[src/rtl/lp2_init_pkg.sv]
package lp2_init_pkg;

  typedef enum logic [1:0] {
    OP_NOP    = 2'd0,
    OP_WRACK  = 2'd1,
    OP_MRW    = 2'd2,
    OP_NORMAL = 2'd3
  } lp2_op_e;

  typedef enum logic [1:0] {
    GAP_NONE  = 2'd0,
    GAP_ACK   = 2'd1,
    GAP_RST   = 2'd2,
    GAP_INIT5 = 2'd3
  } lp2_gap_e;

  typedef struct packed {
    lp2_op_e    op;
    logic [5:0] idx;
    lp2_gap_e   gap_after;
    logic       zq_flip;
    logic       ibuf_open;
    logic       ibuf_close;
  } lp2_step_t;

  localparam int NUM_STEPS = 15;
  localparam int STEP_W    = $clog2(NUM_STEPS);

  function automatic lp2_step_t mk_step(lp2_op_e op, logic [5:0] idx,
                                        lp2_gap_e gap, logic [2:0] flags);
    lp2_step_t s;
    s.op         = op;
    s.idx        = (op == OP_MRW) ? idx : 6'd0;
    s.gap_after  = gap;
    s.zq_flip    = flags[2];
    s.ibuf_open  = flags[1];
    s.ibuf_close = flags[0];
    return s;
  endfunction

  // Fixed power-up program; the MRW index order is not monotonic by intent.
  function automatic lp2_step_t step_entry(logic [STEP_W-1:0] n);
    lp2_step_t s;
    case (n)
      4'd0:    s = mk_step(OP_NOP,    6'd0,  GAP_NONE,  3'b000);
      4'd1:    s = mk_step(OP_WRACK,  6'd0,  GAP_ACK,   3'b000);
      4'd2:    s = mk_step(OP_NOP,    6'd0,  GAP_RST,   3'b000);
      4'd3:    s = mk_step(OP_MRW,    6'd63, GAP_INIT5, 3'b000);
      4'd4:    s = mk_step(OP_MRW,    6'd10, GAP_NONE,  3'b100);
      4'd5:    s = mk_step(OP_MRW,    6'd1,  GAP_NONE,  3'b000);
      4'd6:    s = mk_step(OP_MRW,    6'd2,  GAP_NONE,  3'b000);
      4'd7:    s = mk_step(OP_MRW,    6'd3,  GAP_NONE,  3'b000);
      4'd8:    s = mk_step(OP_MRW,    6'd16, GAP_NONE,  3'b010);
      4'd9:    s = mk_step(OP_NOP,    6'd0,  GAP_NONE,  3'b000);
      4'd10:   s = mk_step(OP_MRW,    6'd5,  GAP_NONE,  3'b000);
      4'd11:   s = mk_step(OP_MRW,    6'd6,  GAP_NONE,  3'b000);
      4'd12:   s = mk_step(OP_MRW,    6'd8,  GAP_NONE,  3'b000);
      4'd13:   s = mk_step(OP_MRW,    6'd0,  GAP_NONE,  3'b000);
      4'd14:   s = mk_step(OP_NORMAL, 6'd0,  GAP_NONE,  3'b001);
      default: s = mk_step(OP_NOP,    6'd0,  GAP_NONE,  3'b000);
    endcase
    return s;
  endfunction

endpackage

[src/rtl/lp2_step_rom.sv]
module lp2_step_rom
  import lp2_init_pkg::*;
(
  input  logic [STEP_W-1:0] step,
  output lp2_step_t         ent,
  output logic              last
);

  localparam logic [STEP_W-1:0] LAST_STEP = STEP_W'(NUM_STEPS - 1);

  always_comb begin
    ent  = step_entry(step);
    last = (step == LAST_STEP);
  end

endmodule

[src/rtl/lp2_wait_timer.sv]
module lp2_wait_timer
  import lp2_init_pkg::*;
#(
  parameter int CNT_W   = 16,
  parameter int W_ACK   = 20,
  parameter int W_RST   = 40000,
  parameter int W_INIT5 = 200
) (
  input  logic     clk,
  input  logic     rst_n,
  input  logic     load,
  input  lp2_gap_e sel,
  output logic     busy
);

  logic [CNT_W-1:0] cnt_q;
  logic [CNT_W-1:0] load_val;

  always_comb begin
    case (sel)
      GAP_ACK:   load_val = CNT_W'(W_ACK);
      GAP_RST:   load_val = CNT_W'(W_RST);
      GAP_INIT5: load_val = CNT_W'(W_INIT5);
      default:   load_val = '0;
    endcase
  end

  always_ff @(posedge clk) begin
    if (!rst_n)              cnt_q <= '0;
    else if (load)           cnt_q <= load_val;
    else if (cnt_q != '0)    cnt_q <= cnt_q - 1'b1;
  end

  assign busy = (cnt_q != '0);

endmodule

[src/rtl/lp2_side_ctrl.sv]
module lp2_side_ctrl (
  input  logic clk,
  input  logic rst_n,
  input  logic accept,
  input  logic zq_flip,
  input  logic ibuf_open,
  input  logic ibuf_close,
  output logic zq_short,
  output logic ibuf_en
);

  always_ff @(posedge clk) begin
    if (!rst_n) begin
      zq_short <= 1'b0;
      ibuf_en  <= 1'b0;
    end else if (accept) begin
      if (zq_flip)    zq_short <= 1'b1;
      if (ibuf_open)  ibuf_en  <= 1'b1;
      if (ibuf_close) ibuf_en  <= 1'b0;
    end
  end

endmodule

[src/rtl/lp2_init_seq.sv]
module lp2_init_seq
  import lp2_init_pkg::*;
#(
  parameter int CLK_MHZ    = 200,
  parameter int T_ACK_NS   = 100,
  parameter int T_RST_US   = 200,
  parameter int T_INIT5_NS = 1000
) (
  input  logic       clk,
  input  logic       rst_n,
  output logic       cmd_valid,
  input  logic       cmd_ready,
  output logic [1:0] cmd_op,
  output logic [5:0] cmd_idx,
  output logic       zq_short,
  output logic       ibuf_en,
  output logic       done
);

  localparam int W_ACK   = (T_ACK_NS * CLK_MHZ + 999) / 1000;
  localparam int W_RST   = T_RST_US * CLK_MHZ;
  localparam int W_INIT5 = (T_INIT5_NS * CLK_MHZ + 999) / 1000;
  localparam int W_MAX01 = (W_ACK > W_RST) ? W_ACK : W_RST;
  localparam int W_MAX   = (W_MAX01 > W_INIT5) ? W_MAX01 : W_INIT5;
  localparam int CNT_W   = $clog2(W_MAX + 1);

  typedef enum logic [1:0] {S_START, S_RUN, S_CLOSE, S_DONE} seq_state_e;

  seq_state_e        state_q;
  logic [STEP_W-1:0] step_q;
  lp2_step_t         ent;
  logic              last;
  logic              busy;
  logic              accept;

  lp2_step_rom u_rom (
    .step (step_q),
    .ent  (ent),
    .last (last)
  );

  lp2_wait_timer #(
    .CNT_W   (CNT_W),
    .W_ACK   (W_ACK),
    .W_RST   (W_RST),
    .W_INIT5 (W_INIT5)
  ) u_timer (
    .clk   (clk),
    .rst_n (rst_n),
    .load  (accept),
    .sel   (ent.gap_after),
    .busy  (busy)
  );

  lp2_side_ctrl u_side (
    .clk        (clk),
    .rst_n      (rst_n),
    .accept     (accept),
    .zq_flip    (ent.zq_flip),
    .ibuf_open  (ent.ibuf_open),
    .ibuf_close (ent.ibuf_close),
    .zq_short   (zq_short),
    .ibuf_en    (ibuf_en)
  );

  assign cmd_valid = (state_q == S_RUN) && !busy;
  assign accept    = cmd_valid && cmd_ready;
  assign cmd_op    = ent.op;
  assign cmd_idx   = ent.idx;
  assign done      = (state_q == S_DONE);

  always_ff @(posedge clk) begin
    if (!rst_n) begin
      state_q <= S_START;
      step_q  <= '0;
    end else begin
      case (state_q)
        S_START: begin
          state_q <= S_RUN;
          step_q  <= '0;
        end
        S_RUN: begin
          if (accept) begin
            if (last) state_q <= S_CLOSE;
            else      step_q  <= step_q + 1'b1;
          end
        end
        S_CLOSE: state_q <= S_DONE;
        default: state_q <= S_DONE;
      endcase
    end
  end

endmodule

[config.mk]
export PLATFORM = sky130hd
export DESIGN_NAME = lp2_init_seq
export DESIGN_NICKNAME = d
export VERILOG_FILES = /design/src/rtl/lp2_init_pkg.sv /design/src/rtl/lp2_step_rom.sv /design/src/rtl/lp2_wait_timer.sv /design/src/rtl/lp2_side_ctrl.sv /design/src/rtl/lp2_init_seq.sv
export SDC_FILE = /design/constraint.sdc
export NUM_CORES = 1
export LEC_CHECK = 0
export BUFFER_PORTS_ARGS = -buffer_cell sky130_fd_sc_hd__buf_2
export CAP_MARGIN = 20
export CORE_UTILIZATION = 25
export DETAILED_ROUTE_END_ITERATION = 7
export PLACE_DENSITY = 0.47
export SETUP_SLACK_MARGIN = 0.05
export SYNTH_ARGS = -nofsm -noshare
export SYNTH_HDL_FRONTEND = slang
export SYNTH_HIERARCHICAL = 1
export SYNTH_SLANG_ARGS = --single-unit
export TNS_END_PERCENT = 100
[constraint.sdc]
create_clock -name clk -period 5.7 [get_ports clk]
set_input_delay 0.285 -clock clk [delete_from_list [all_inputs] [get_ports clk]]
set_output_delay 0.285 -clock clk [all_outputs]
set_load 0.05 [all_outputs]
After elaboration in Yosys (flattened, before gate mapping). Memories as Yosys holds them, arrays and structs flattened. A register that Yosys moved wholly into a read port is not among the register bits. Index checks and enable logic that the tools add are counted.

Add/subtract/negate cells: 2. $mul: 0. Divide/modulo/power cells: 0. Order comparisons: 0. Eq/ne operators: 9. Shifts and indexed selects: 0. Multiplexer cells: 13. Bitwise gates (word level): 0. Reduce and logical (&&, ||, !) cells: 12.

Operators by type and width (count): case mux 16 bit (3 select lines) (1); two-way mux 16 bit (2); two-way mux 4 bit (4); nonzero test 16 bit (1); subtractor 16 x 1 -> 16 bit, second input constant (1); case mux 4 bit (2 select lines) (1); equality test 2 bit, second input constant (3); != test 2 bit, second input constant (3); AND reduction 2 bit (3); nonzero test 2 bit (3); adder 4 x 1 -> 4 bit, second input constant (1); equality test 2 x 1 -> 1 bit, second input constant (2); equality test 4 bit, second input constant (1); two-way mux 2 bit (2); case mux 2 bit (2 select lines) (1); AND reduction 3 bit (1); logical AND 1 bit (2); zero test 2 bit (1); two-way mux 1 bit (2); zero test 1 bit (1).

Bits in registers: 24. Latch bits: 0. Bits in writable memories: 0. ROM bits: 208. Input port bits: 3. Output and inout port bits: 12. Word-level logic and storage cells: 42. Memories kept: 1.

Memories: (name not given) (words 16, width 13, read ports 1, clocked after Yosys merged registers in 1, write ports 0, RTL line lp2_init_pkg.sv:44) `case (n)`.

Longest topological paths before layout. Gate-level depths: netlist of the first run.

Depth after elaboration: 8. Gate-level depth with buffers: 13. Depth with buffers taken out: 12.

Modules after synthesis. Netlist of the first run, hierarchy kept.

Modules (own cells, without submodules): lp2_wait_timer (instances 1, cells each 104, area an instance 898.4 µm²); lp2_init_seq (instances 1, cells each 40, area an instance 371.6 µm²); lp2_step_rom (instances 1, cells each 30, area an instance 210.2 µm²); lp2_side_ctrl (instances 1, cells each 7, area an instance 73.8 µm²).

Worst setup path before layout of the first run. OpenSTA, ideal clock, no wires.

Path type: register to register. Start point: register u_timer.cnt_q[0]. End point: register u_timer.cnt_q[10]. Library setup time: 123 ps. Data arrival time: 2327 ps. Setup slack: 3250 ps. Stages on the path, launching flop included: 13. Buffers on the path: 1. Period minus slack after synthesis: 2450 ps. Cells stage by stage: dfxtp_1 > inv_1 > ha_1 > nor3b_1 > nand2_1 > nor3_1 > nand2_1 > nor2b_1 > and2b_2 > clkbuf_1 > inv_1 > nand2_2 > a21oi_1.

Longest elaborated chain between the ends: 5.

RTL lines: from (decl) (RTL line lp2_wait_timer.sv:16) `logic [CNT_W-1:0] cnt_q;`; from (signal assigned) (RTL line lp2_wait_timer.sv:30) `else if (load) cnt_q <= load_val;`; from (signal assigned) (RTL line lp2_wait_timer.sv:31) `else if (cnt_q != '0) cnt_q <= cnt_q - 1'b1;`; nonzero test 16 bit (*) (RTL line lp2_wait_timer.sv:34) `assign busy = (cnt_q != '0);`; net busy (RTL line lp2_init_seq.sv:33) `logic busy;`; zero test 1 bit (*) (RTL line lp2_init_seq.sv:66) `assign cmd_valid = (state_q == S_RUN) && !busy;`; logical AND 1 bit (*) (RTL line lp2_init_seq.sv:66); logical AND 1 bit (*) (RTL line lp2_init_seq.sv:67) `assign accept = cmd_valid && cmd_ready;`; net accept (RTL line lp2_init_seq.sv:34) `logic accept;`; two-way mux 16 bit or nonzero test 2 bit (tied branches).

Mark *: on every way through the listed nets, which the timed path passes. The rest lies on a longest branch. The select of a mux whose other input is x is not followed. A chain may end at the register's enable or synchronous reset.

Worst setup path in the final report of the first run.
Start point: register u_timer.cnt_q[0]. End point: register u_timer.cnt_q[12].

Same word-level chain as after synthesis.

==> flow_summary_export.csv, run 1 <==
group,metric,value,unit
yosys,synth-seq-area-share,30.9,%
worst_setup_path,endpoint,"u_timer/cnt_q[12]",
drt,drt_iter0_drc,57,
power_and_ir_drop,ir_drop,0.184,mV
yosys,synth_area,1550,um^2
drt,routed-wl-met3,112,um
clocking,cts_root_buf,"clkbuf_8",
yosys,async_reset_ff_share,0,%
global_route,grt_pass1_vias,1152,
worst_setup_path,critical_path_class,"reg -> reg",
worst_setup_path,end_kind,"flip-flop",
yosys,synth.avg_cell_area,8.59,um^2
placement,place_area,1650,um^2
placement,io_buffer_count,14,
min_path,hp-class,"in -> reg",
sta,clock.fmax,371,MHz
sta,period_needed,2.70,ns
drt,drc,0,
clocking,clockBufferDepth,2,
sta,hold_viol_final,0,
drt,num_vias,1270,
drt,met1_length,1.56,mm
power_and_ir_drop,switching_power,386,uW
yosys,syn-num-nets,186,
worst_setup_path,critPathRequiredTime,5.85,ns
floorplan,dieArea,6540,um^2
floorplan,ioPinCount,15,
sta,slew_viol_final,0,
cells_and_area,final_cell_area,1700,um^2
clocking,cts_tree,"done",
drt,top_layer,"met4",
cells_and_area,postLayoutCoreUtil,28.6,%
run_status,status,"complete, no violations",
placement,post-dp-hpwl,2.32,mm
yosys,synth-edff-count,0,
global_route,grt_max_degree,19,
cells_and_area,syn_to_final_growth,9.50,%
power_and_ir_drop,internal_power,466,uW
cells_and_area,diodes,0,
power_and_ir_drop,p_clk_share,13.7,%
power_and_ir_drop,switching_share,45.3,%
power_and_ir_drop,power.leakage,0.638,nW
global_route,grt_usage,11.0,%
worst_setup_path,cp.arrival,2.85,ns
sta,rsz0062_at_grt,"no",
clocking,path_clk_slew,0.09,ns
sta,maxSlewHeadroom,50.2,%
sta,tightest_slew,0.746,ns
sta,skew,0.00466,ns
yosys,ys.flop_type,"dfxtp_1",
clocking,htreeDepth,1,
clocking,clk_latency,0.27,ns
sta,min_period_over_period,47.3,%
drt,wl_per_cell,12.4,um
global_route,grt_antenna_before_repair,0,
placement,place.gp.congestion,0.772,
drt,ant_nets,0,
run,drv_cap,0,
floorplan,die_h,80.8,um
power_and_ir_drop,seq_power_share,32.6,%
clocking,cts.sinks,24,
floorplan,core,5960,um^2
floorplan,initial_core_util,26.1,%
clocking,cts_setup_buffers,0,
power_and_ir_drop,powerDensity,500,nW/um^2
yosys,synth_cell_types,57,
worst_setup_path,r2r-start,"u_timer/cnt_q[0]",
drt,dr_wl_met2,1.53,mm
worst_setup_path,worstPathMaxFanout,12,
power_and_ir_drop,p_total,851,uW
sta,finalSetupTns,0,ns
clocking,cts_buffers,3,
sta,setup_violations,0,
clocking,cts_hold_buf,0,
worst_setup_path,ff2ff_setup_slack,3.00,ns
floorplan,rows,28,
yosys,ys_ff_latch,24,
cells_and_area,drive_gt1_share,20.5,%
worst_setup_path,startpoint,"u_timer/cnt_q[0]",
worst_setup_path,timing.rr.end,"u_timer/cnt_q[12]",
drt,wl,3.28,mm
worst_setup_path,ff2ff_path_depth,11,
yosys,syn_inst,181,
power_and_ir_drop,combPwrFrac,53.7,%
floorplan,die_w,80.8,um
clocking,cts.repair.resized,0,
drt,via_per_inst,4.79,
yosys,synth_warnings,6,
global_route,grt_overflow_total,0,
drt,first_pass_iters,5,
global_route,grt_first_pass_wirelength,5.50,mm
cells_and_area,nNetsFinal,196,
worst_setup_path,critPathLaunchType,"flip-flop",
## layer usage
metal,vias to the layer above,GRT usage [%]
li1,674,-
met1,568,14.4
met2,22,17.6
met3,6,1.46
met4,0,5.71
met5,-,0
## power by group through the flow
stage	logic, mW	clock network (mW)	registers (mW)
after detailed placement	0.453	0	0.281
final	0.457	0.117	0.278
after global routing	0.513	0.127	0.287
after floorplan	0.411	0	0.268
after CTS	0.458	0.120	0.277
after global placement	0.471	0	0.283
## how the worst min path moves through the flow
stage                       endpoint  cells past startpoint             from  slack (ns)
global placement     u_side/zq_short                      2  u_side/zq_short        0.47
finish              u_timer/cnt_q[4]                      3            rst_n        0.39
CTS                 u_timer/cnt_q[4]                      3            rst_n        0.39
detailed placement   u_side/zq_short                      2  u_side/zq_short        0.47
floorplan            u_side/zq_short                      2            rst_n        0.43
global route        u_timer/cnt_q[4]                      3            rst_n        0.39
## kinds of logic after synthesis
kind of cell | count (synthesis) | synth area share (%)
XOR/XNOR | 8 | 4.51
adder cells (fa/ha/maj) | 2 | 1.61
AND/OR/NAND/NOR | 86 | 36.2
AO/OA/AOI/OAI | 42 | 18.1
multiplexers | 4 | 2.66
flip-flops | 24 | 30.9
buffers and inverters | 15 | 6.04
## Yosys cell counts (all sizes together), types with 3 or more instances
cell / number / area share [%]
nor2: 20 / 5.3
inv: 6 / 1.4
a31oi: 3 / 1.2
o21ai: 6 / 1.9
a21oi: 16 / 5.6
nor3: 5 / 2.3
buf: 7 / 4.0
nand3: 8 / 2.6
dfxtp: 24 / 31
nand2: 14 / 4.0
nand2b: 4 / 2.1
xnor2: 6 / 3.4
and2: 3 / 1.4
nand4: 4 / 1.6
nor4: 3 / 3.0
mux2i: 3 / 1.9
a211oi: 6 / 3.5
nor2b: 4 / 1.6
nor3b: 4 / 2.7
nand3b: 4 / 1.9
## per-stage QoR
step,hold slack [ns],worst slack [ns],instances
final,0.389,3.00,265
after CTS,0.387,3.01,265
after global placement,0.473,3.11,261
after global routing,0.392,2.65,265
after detailed placement,0.475,3.05,261
after floorplan,0.434,3.25,181
## layout make-up
type                       instances  area [um^2]
clock buffer                       4         55.1
fill                             636         4250
inverter                           6         22.5
multi-input combinational        142          980
sequential                        24          480
tap                               75         93.8
timing repair buffer              14         70.1
## registers in the layout, summed over array words and instances, names as in the netlist
| name | cells |
|---|---|
| state_q | 2 |
| step_q | 4 |
| u_side/ibuf_en | 1 |
| u_timer/cnt_q | 16 |
| u_side/zq_short | 1 |
## worst max-delay path, stage by stage (launching register included)
cell,delay [ns]
dfxtp_1,0.37
inv_1,0.08
ha_1,0.19
nor3b_1,0.33
nand2_1,0.17
nor3_1,0.27
nand2_1,0.17
nor2b_1,0.23
and2b_2,0.32
inv_1,0.15
nand2_2,0.20
a21oi_1,0.09
## cells in the final DEF (no fill, tap or decap), types with 2 or more instances in the layout
cell	synthesis	routed
and4b_1	2	2
mux2i_1	3	3
nor3_1	4	4
buf_2	2	14
o21ai_0	3	3
xor2_1	2	2
a211oi_1	4	4
nor2_1	19	19
a211oi_2	2	2
a31oi_1	3	3
a21oi_2	2	2
o21ai_1	3	3
nand2b_1	3	3
nor3b_1	3	3
a21o_1	2	2
ha_1	2	2
and3_1	2	2
a21oi_1	14	14
o31ai_1	2	2
clkbuf_8	0	4
dfxtp_1	24	24
nor4_2	2	2
nand4_1	4	4
nand3b_1	4	4
xnor2_1	6	6
and2b_2	2	2
nand2_1	12	12
and2_2	2	2
nor2b_1	4	4
inv_1	6	6
nand3_1	8	8
Power figures use the tool's default switching activity.
==> inputs of run 2 (changes only) <==
Clock period 5.7 ns to 2.8 ns, I/O delays scaled along.
==> flow_summary_export.csv, run 2 (same netlist as run 1, synthesis figures left out) <==
group,metric,value,unit
cells_and_area,drive_gt1_share,22.4,%
power_and_ir_drop,power.leakage,0.650,nW
power_and_ir_drop,switching_power,805,uW
sta,period_needed,2.47,ns
worst_setup_path,cp.arrival,2.62,ns
floorplan,dieArea,6540,um^2
worst_setup_path,worstPathMaxFanout,12,
worst_setup_path,critPathRequiredTime,2.95,ns
cells_and_area,layout_common_cells,"24 x dfxtp_1, 19 x nor2_1, 14 x a21oi_1, 14 x buf_2, 12 x nand2_1",
sta,min_period_over_period,88.2,%
cells_and_area,largest_reg_flops,16,
global_route,grt_first_pass_wirelength,5.84,mm
floorplan,core,5960,um^2
worst_setup_path,worstPathCellList,"inv_1 > ha_1 > nor3b_2 > nand2_1 > nor3_1 > nand2_1 > nor2b_2 > and2b_4 > inv_1 > nand2_2 > a21oi_1",
placement,io_buffer_count,14,
clocking,cts_tree,"done",
sta,maxSlewHeadroom,52.6,%
power_and_ir_drop,combPwrFrac,55.3,%
cells_and_area,top_regs,"u_timer/cnt_q (16), step_q (4), state_q (2)",
drt,drc,0,
worst_setup_path,end_kind,"flip-flop",
min_path,hp-class,"in -> reg",
clocking,clockBufferDepth,2,
global_route,grt_usage,11.6,%
sta,finalSetupTns,0,ns
worst_setup_path,path_delay_family,"simple AND/OR/NAND/NOR gates",
worst_setup_path,critPathLaunchType,"flip-flop",
clocking,path_clk_slew,0.08,ns
clocking,cts_buffers,3,
cells_and_area,final_cell_area,1730,um^2
global_route,grt_antenna_before_repair,0,
drt,ant_nets,0,
power_and_ir_drop,ir_drop,0.399,mV
worst_setup_path,path_buf_inv,2,
cells_and_area,syn_to_final_growth,11.0,%
run_status,status,"complete, no violations",
cells_and_area,mostFrequentLayoutCell,"dfxtp_1",
power_and_ir_drop,p_clk_share,13.3,%
sta,skew,0.00753,ns
sta,clock.fmax,405,MHz
floorplan,ioPinCount,15,
floorplan,die_w,80.8,um
clocking,cts_root_buf,"clkbuf_8",
sta,whs,0.243,ns
clocking,cts_hold_buf,0,
global_route,grt_max_degree,19,
clocking,htreeDepth,1,
sta,tightest_slew,0.710,ns
floorplan,initial_core_util,26.1,%
cells_and_area,diodes,0,
power_and_ir_drop,seq_power_share,31.4,%
drt,wl_per_cell,12.7,um
sta,hold_viol_final,0,
sta,setup_violations,0,
run,drv_cap,0,
cells_and_area,regMostFlops,"u_timer/cnt_q",
floorplan,rows,28,
placement,place.gp.congestion,0.756,
drt,num_vias,1280,
worst_setup_path,cp_slowest_cell,"dfxtp_1",
power_and_ir_drop,switching_share,45.2,%
global_route,grt_overflow_total,0,
sta,slew_viol_final,0,
floorplan,die_h,80.8,um
drt,wl,3.38,mm
global_route,grt_pass1_vias,1208,
drt,via_per_inst,4.79,
power_and_ir_drop,internal_power,977,uW
sta,rsz0062_at_grt,"no",
power_and_ir_drop,powerDensity,1030,nW/um^2
drt,first_pass_iters,4,
placement,post-dp-hpwl,2.40,mm
placement,place_area,1660,um^2
worst_setup_path,max_stage_delay,0.37,ns
drt,drt_iter0_drc,49,
cells_and_area,nNetsFinal,198,
clocking,cts.sinks,24,
worst_setup_path,critical_path_class,"reg -> reg",
clocking,clk_latency,0.27,ns
## run 2: final timing paths
check,cells after the start,start,to,slack (ns)
max reg2reg,11,u_timer/cnt_q[0],u_timer/cnt_q[12],0.33
min reg2reg,2,u_timer/cnt_q[14],u_timer/cnt_q[14],0.50
max,11,u_timer/cnt_q[0],u_timer/cnt_q[12],0.33
min,3,rst_n,u_timer/cnt_q[4],0.24
## run 2: repair_timing
action,4_1_cts,5_1_grt
buffers inserted,0,0
gates resized for setup,0,3
endpoints found under the setup margin,0,19
## run 2: worst reg2reg max path, stage by stage (launching register included)
cell and delay (ns):
dfxtp_1 0.37, inv_1 0.08, ha_1 0.21, nor3b_2 0.24, nand2_1 0.15, nor3_1 0.26
nand2_1 0.19, nor2b_2 0.20, and2b_4 0.26, inv_1 0.13, nand2_2 0.19, a21oi_1 0.09
## run 2: stage by stage
| stage | std cells | power [mW] | setup slack, ns | utilization [%] |
|---|---|---|---|---|
| after detailed placement | 263 | 1.53 | 0.102 | 27.9 |
| final | 267 | 1.78 | 0.330 | 29.0 |
| after floorplan | 181 | 1.38 | 0.350 | - |
| after global routing | 267 | 1.93 | 0.0688 | 29.0 |
| after global placement | 263 | 1.56 | 0.217 | 27.9 |
| after CTS | 267 | 1.79 | 0.0849 | 28.8 |
## run 2: cell type report
class | count | area [um^2]
fill | 650 | 4230
multi-input combinational | 142 | 988
sequential | 24 | 480
tap | 75 | 93.8
timing repair buffer | 16 | 85.1
clock buffer | 4 | 55.1
inverter | 6 | 22.5
## run 2: routing by layer
metal / share of wire [%] / track usage (%)
met5: 0 / 0
met4: 1.2 / 3.75
met3: 2.4 / 2.36
met2: 47 / 18.2
met1: 50 / 15.6
## run 2: power groups by stage
stage               clock network, mW  registers [mW]  logic (mW)
finish                          0.238           0.560       0.985
global placement                    0           0.568       0.995
floorplan                           0           0.545       0.837
CTS                             0.252           0.557       0.977
global route                    0.265           0.577        1.09
detailed placement                  0           0.564       0.970
==> inputs of run 3 (changes only) <==
Settings changed: GPL_TIMING_DRIVEN set to 0.
==> flow_summary_export.csv, run 3 (same netlist as run 1, synthesis figures left out) <==
group,metric,value,unit
drt,wl_per_cell,12.5,um
clocking,cts_buffers,3,
drt,num_vias,1312,
cells_and_area,regMostFlops,"u_timer/cnt_q",
drt,ant_nets,0,
clocking,clockBufferDepth,2,
floorplan,dieArea,6540,um^2
sta,hold_viol_final,0,
power_and_ir_drop,power.leakage,0.687,nW
min_path,hp-class,"in -> reg",
cells_and_area,postLayoutCoreUtil,30.0,%
global_route,grt_usage,11.8,%
worst_setup_path,path_buf_inv,2,
worst_setup_path,critPathRequiredTime,2.96,ns
power_and_ir_drop,powerDensity,1020,nW/um^2
drt,drc,0,
power_and_ir_drop,ir_drop,0.451,mV
worst_setup_path,max_stage_delay,0.37,ns
floorplan,initial_core_util,26.1,%
cells_and_area,top_regs,"u_timer/cnt_q (16), step_q (4), state_q (2)",
clocking,cts_hold_buf,0,
clocking,htreeDepth,1,
global_route,grt_antenna_before_repair,0,
floorplan,die_h,80.8,um
placement,post-dp-hpwl,2.45,mm
cells_and_area,drive_gt1_share,25.3,%
sta,min_period_over_period,88.1,%
run,drv_cap,0,
sta,finalSetupTns,0,ns
worst_setup_path,cp.arrival,2.63,ns
sta,tightest_slew,0.748,ns
worst_setup_path,end_kind,"flip-flop",
cells_and_area,nNetsFinal,204,
sta,skew,0.00432,ns
sta,clock.fmax,405,MHz
floorplan,core,5960,um^2
run_status,status,"complete, no violations",
clocking,cts.sinks,24,
power_and_ir_drop,p_total,1.83,mW
drt,drt_iter0_drc,46,
worst_setup_path,critical_path_class,"reg -> reg",
worst_setup_path,critPathLaunchType,"flip-flop",
global_route,grt_overflow_total,0,
cells_and_area,layout_common_cells,"24 x dfxtp_1, 19 x nor2_1, 16 x buf_2",
sta,setup_violations,0,
worst_setup_path,worstPathMaxFanout,12,
worst_setup_path,path_delay_family,"simple AND/OR/NAND/NOR gates",
sta,slew_viol_final,0,
sta,period_needed,2.47,ns
cells_and_area,syn_to_final_growth,15.1,%
worst_setup_path,cp_slowest_cell,"dfxtp_1",
clocking,path_clk_slew,0.09,ns
drt,via_per_inst,4.81,
cells_and_area,largest_reg_flops,16,
floorplan,rows,28,
sta,maxSlewHeadroom,50.1,%
placement,place.gp.congestion,0.704,
cells_and_area,diodes,0,
clocking,clk_latency,0.27,ns
cells_and_area,mostFrequentLayoutCell,"dfxtp_1",
worst_setup_path,ff2ff_setup_slack,0.33,ns
drt,first_pass_iters,4,
worst_setup_path,worstPathCellList,"inv_1 > ha_1 > nor3b_4 > nand2_1 > nor3_2 > nand2_1 > nor2b_2 > and2b_4 > inv_1 > nand2_2 > a21oi_1",
clocking,cts_root_buf,"clkbuf_8",
floorplan,die_w,80.8,um
global_route,grt_max_degree,14,
placement,io_buffer_count,14,
global_route,grt_pass1_vias,1235,
sta,rsz0062_at_grt,"no",
clocking,cts_tree,"done",
floorplan,ioPinCount,15,
global_route,grt_first_pass_wirelength,5.95,mm
drt,wl,3.42,mm
-- run 3: power by group --
group	total, mW	leakage [nW]	switching [mW]	internal (mW)
clock	0.245	0.0288	0.119	0.126
combinational	1.02	0.462	0.569	0.453
sequential	0.567	0.196	0.132	0.434
-- run 3: path summary, 6_finish.rpt --
kind	startpoint	to	cells after the start
setup / recovery	u_timer/cnt_q[0]	u_timer/cnt_q[12]	11
setup reg to reg	u_timer/cnt_q[0]	u_timer/cnt_q[12]	11
hold reg to reg	u_side/zq_short	u_side/zq_short	2
hold / removal	rst_n	u_side/ibuf_en	3
-- run 3: worst reg2reg max path, stage by stage (launching register included) --
cell and delay, ns:
dfxtp_1 0.37, inv_1 0.08, ha_1 0.19, nor3b_4 0.25
nand2_1 0.16, nor3_2 0.22, nand2_1 0.16, nor2b_2 0.20
and2b_4 0.27, inv_1 0.13, nand2_2 0.21, a21oi_1 0.10
-- run 3: routing by layer --
metal | up-vias | share of wire, % | GRT usage (%)
met5 | - | 0 | 0
met4 | 0 | 1.2 | 5.36
met3 | 2 | 1.6 | 2.02
met2 | 8 | 47 | 18.7
met1 | 611 | 50 | 15.7
li1 | 691 | - | -
-- run 3: area by class of cell --
cell class,instances,area [um^2]
repair buffers,14,70.1
flip-flops and latches,24,480
inverters,6,22.5
well taps,75,93.8
multi-input cells,142,1000
clock buffers,4,55.1
plain buffers,8,67.6
fillers,667,4170
-- run 3: timing repair --
item,CTS,global route
resized for setup,2,3
cloned,0,0
setup buffers,0,0
setup endpoints to repair,16,15
-- run 3: metrics by stage --
step / worst slack [ns] / area [um^2] / hold WS, ns / instances
global placement: -0.350 / 1720 / 0.444 / 270
floorplan: 0.350 / 1550 / 0.289 / 181
finish: 0.333 / 1790 / 0.157 / 273
CTS: 0.108 / 1780 / 0.159 / 273
detailed placement: -0.389 / 1720 / 0.451 / 270
global route: 0.105 / 1790 / 0.180 / 273
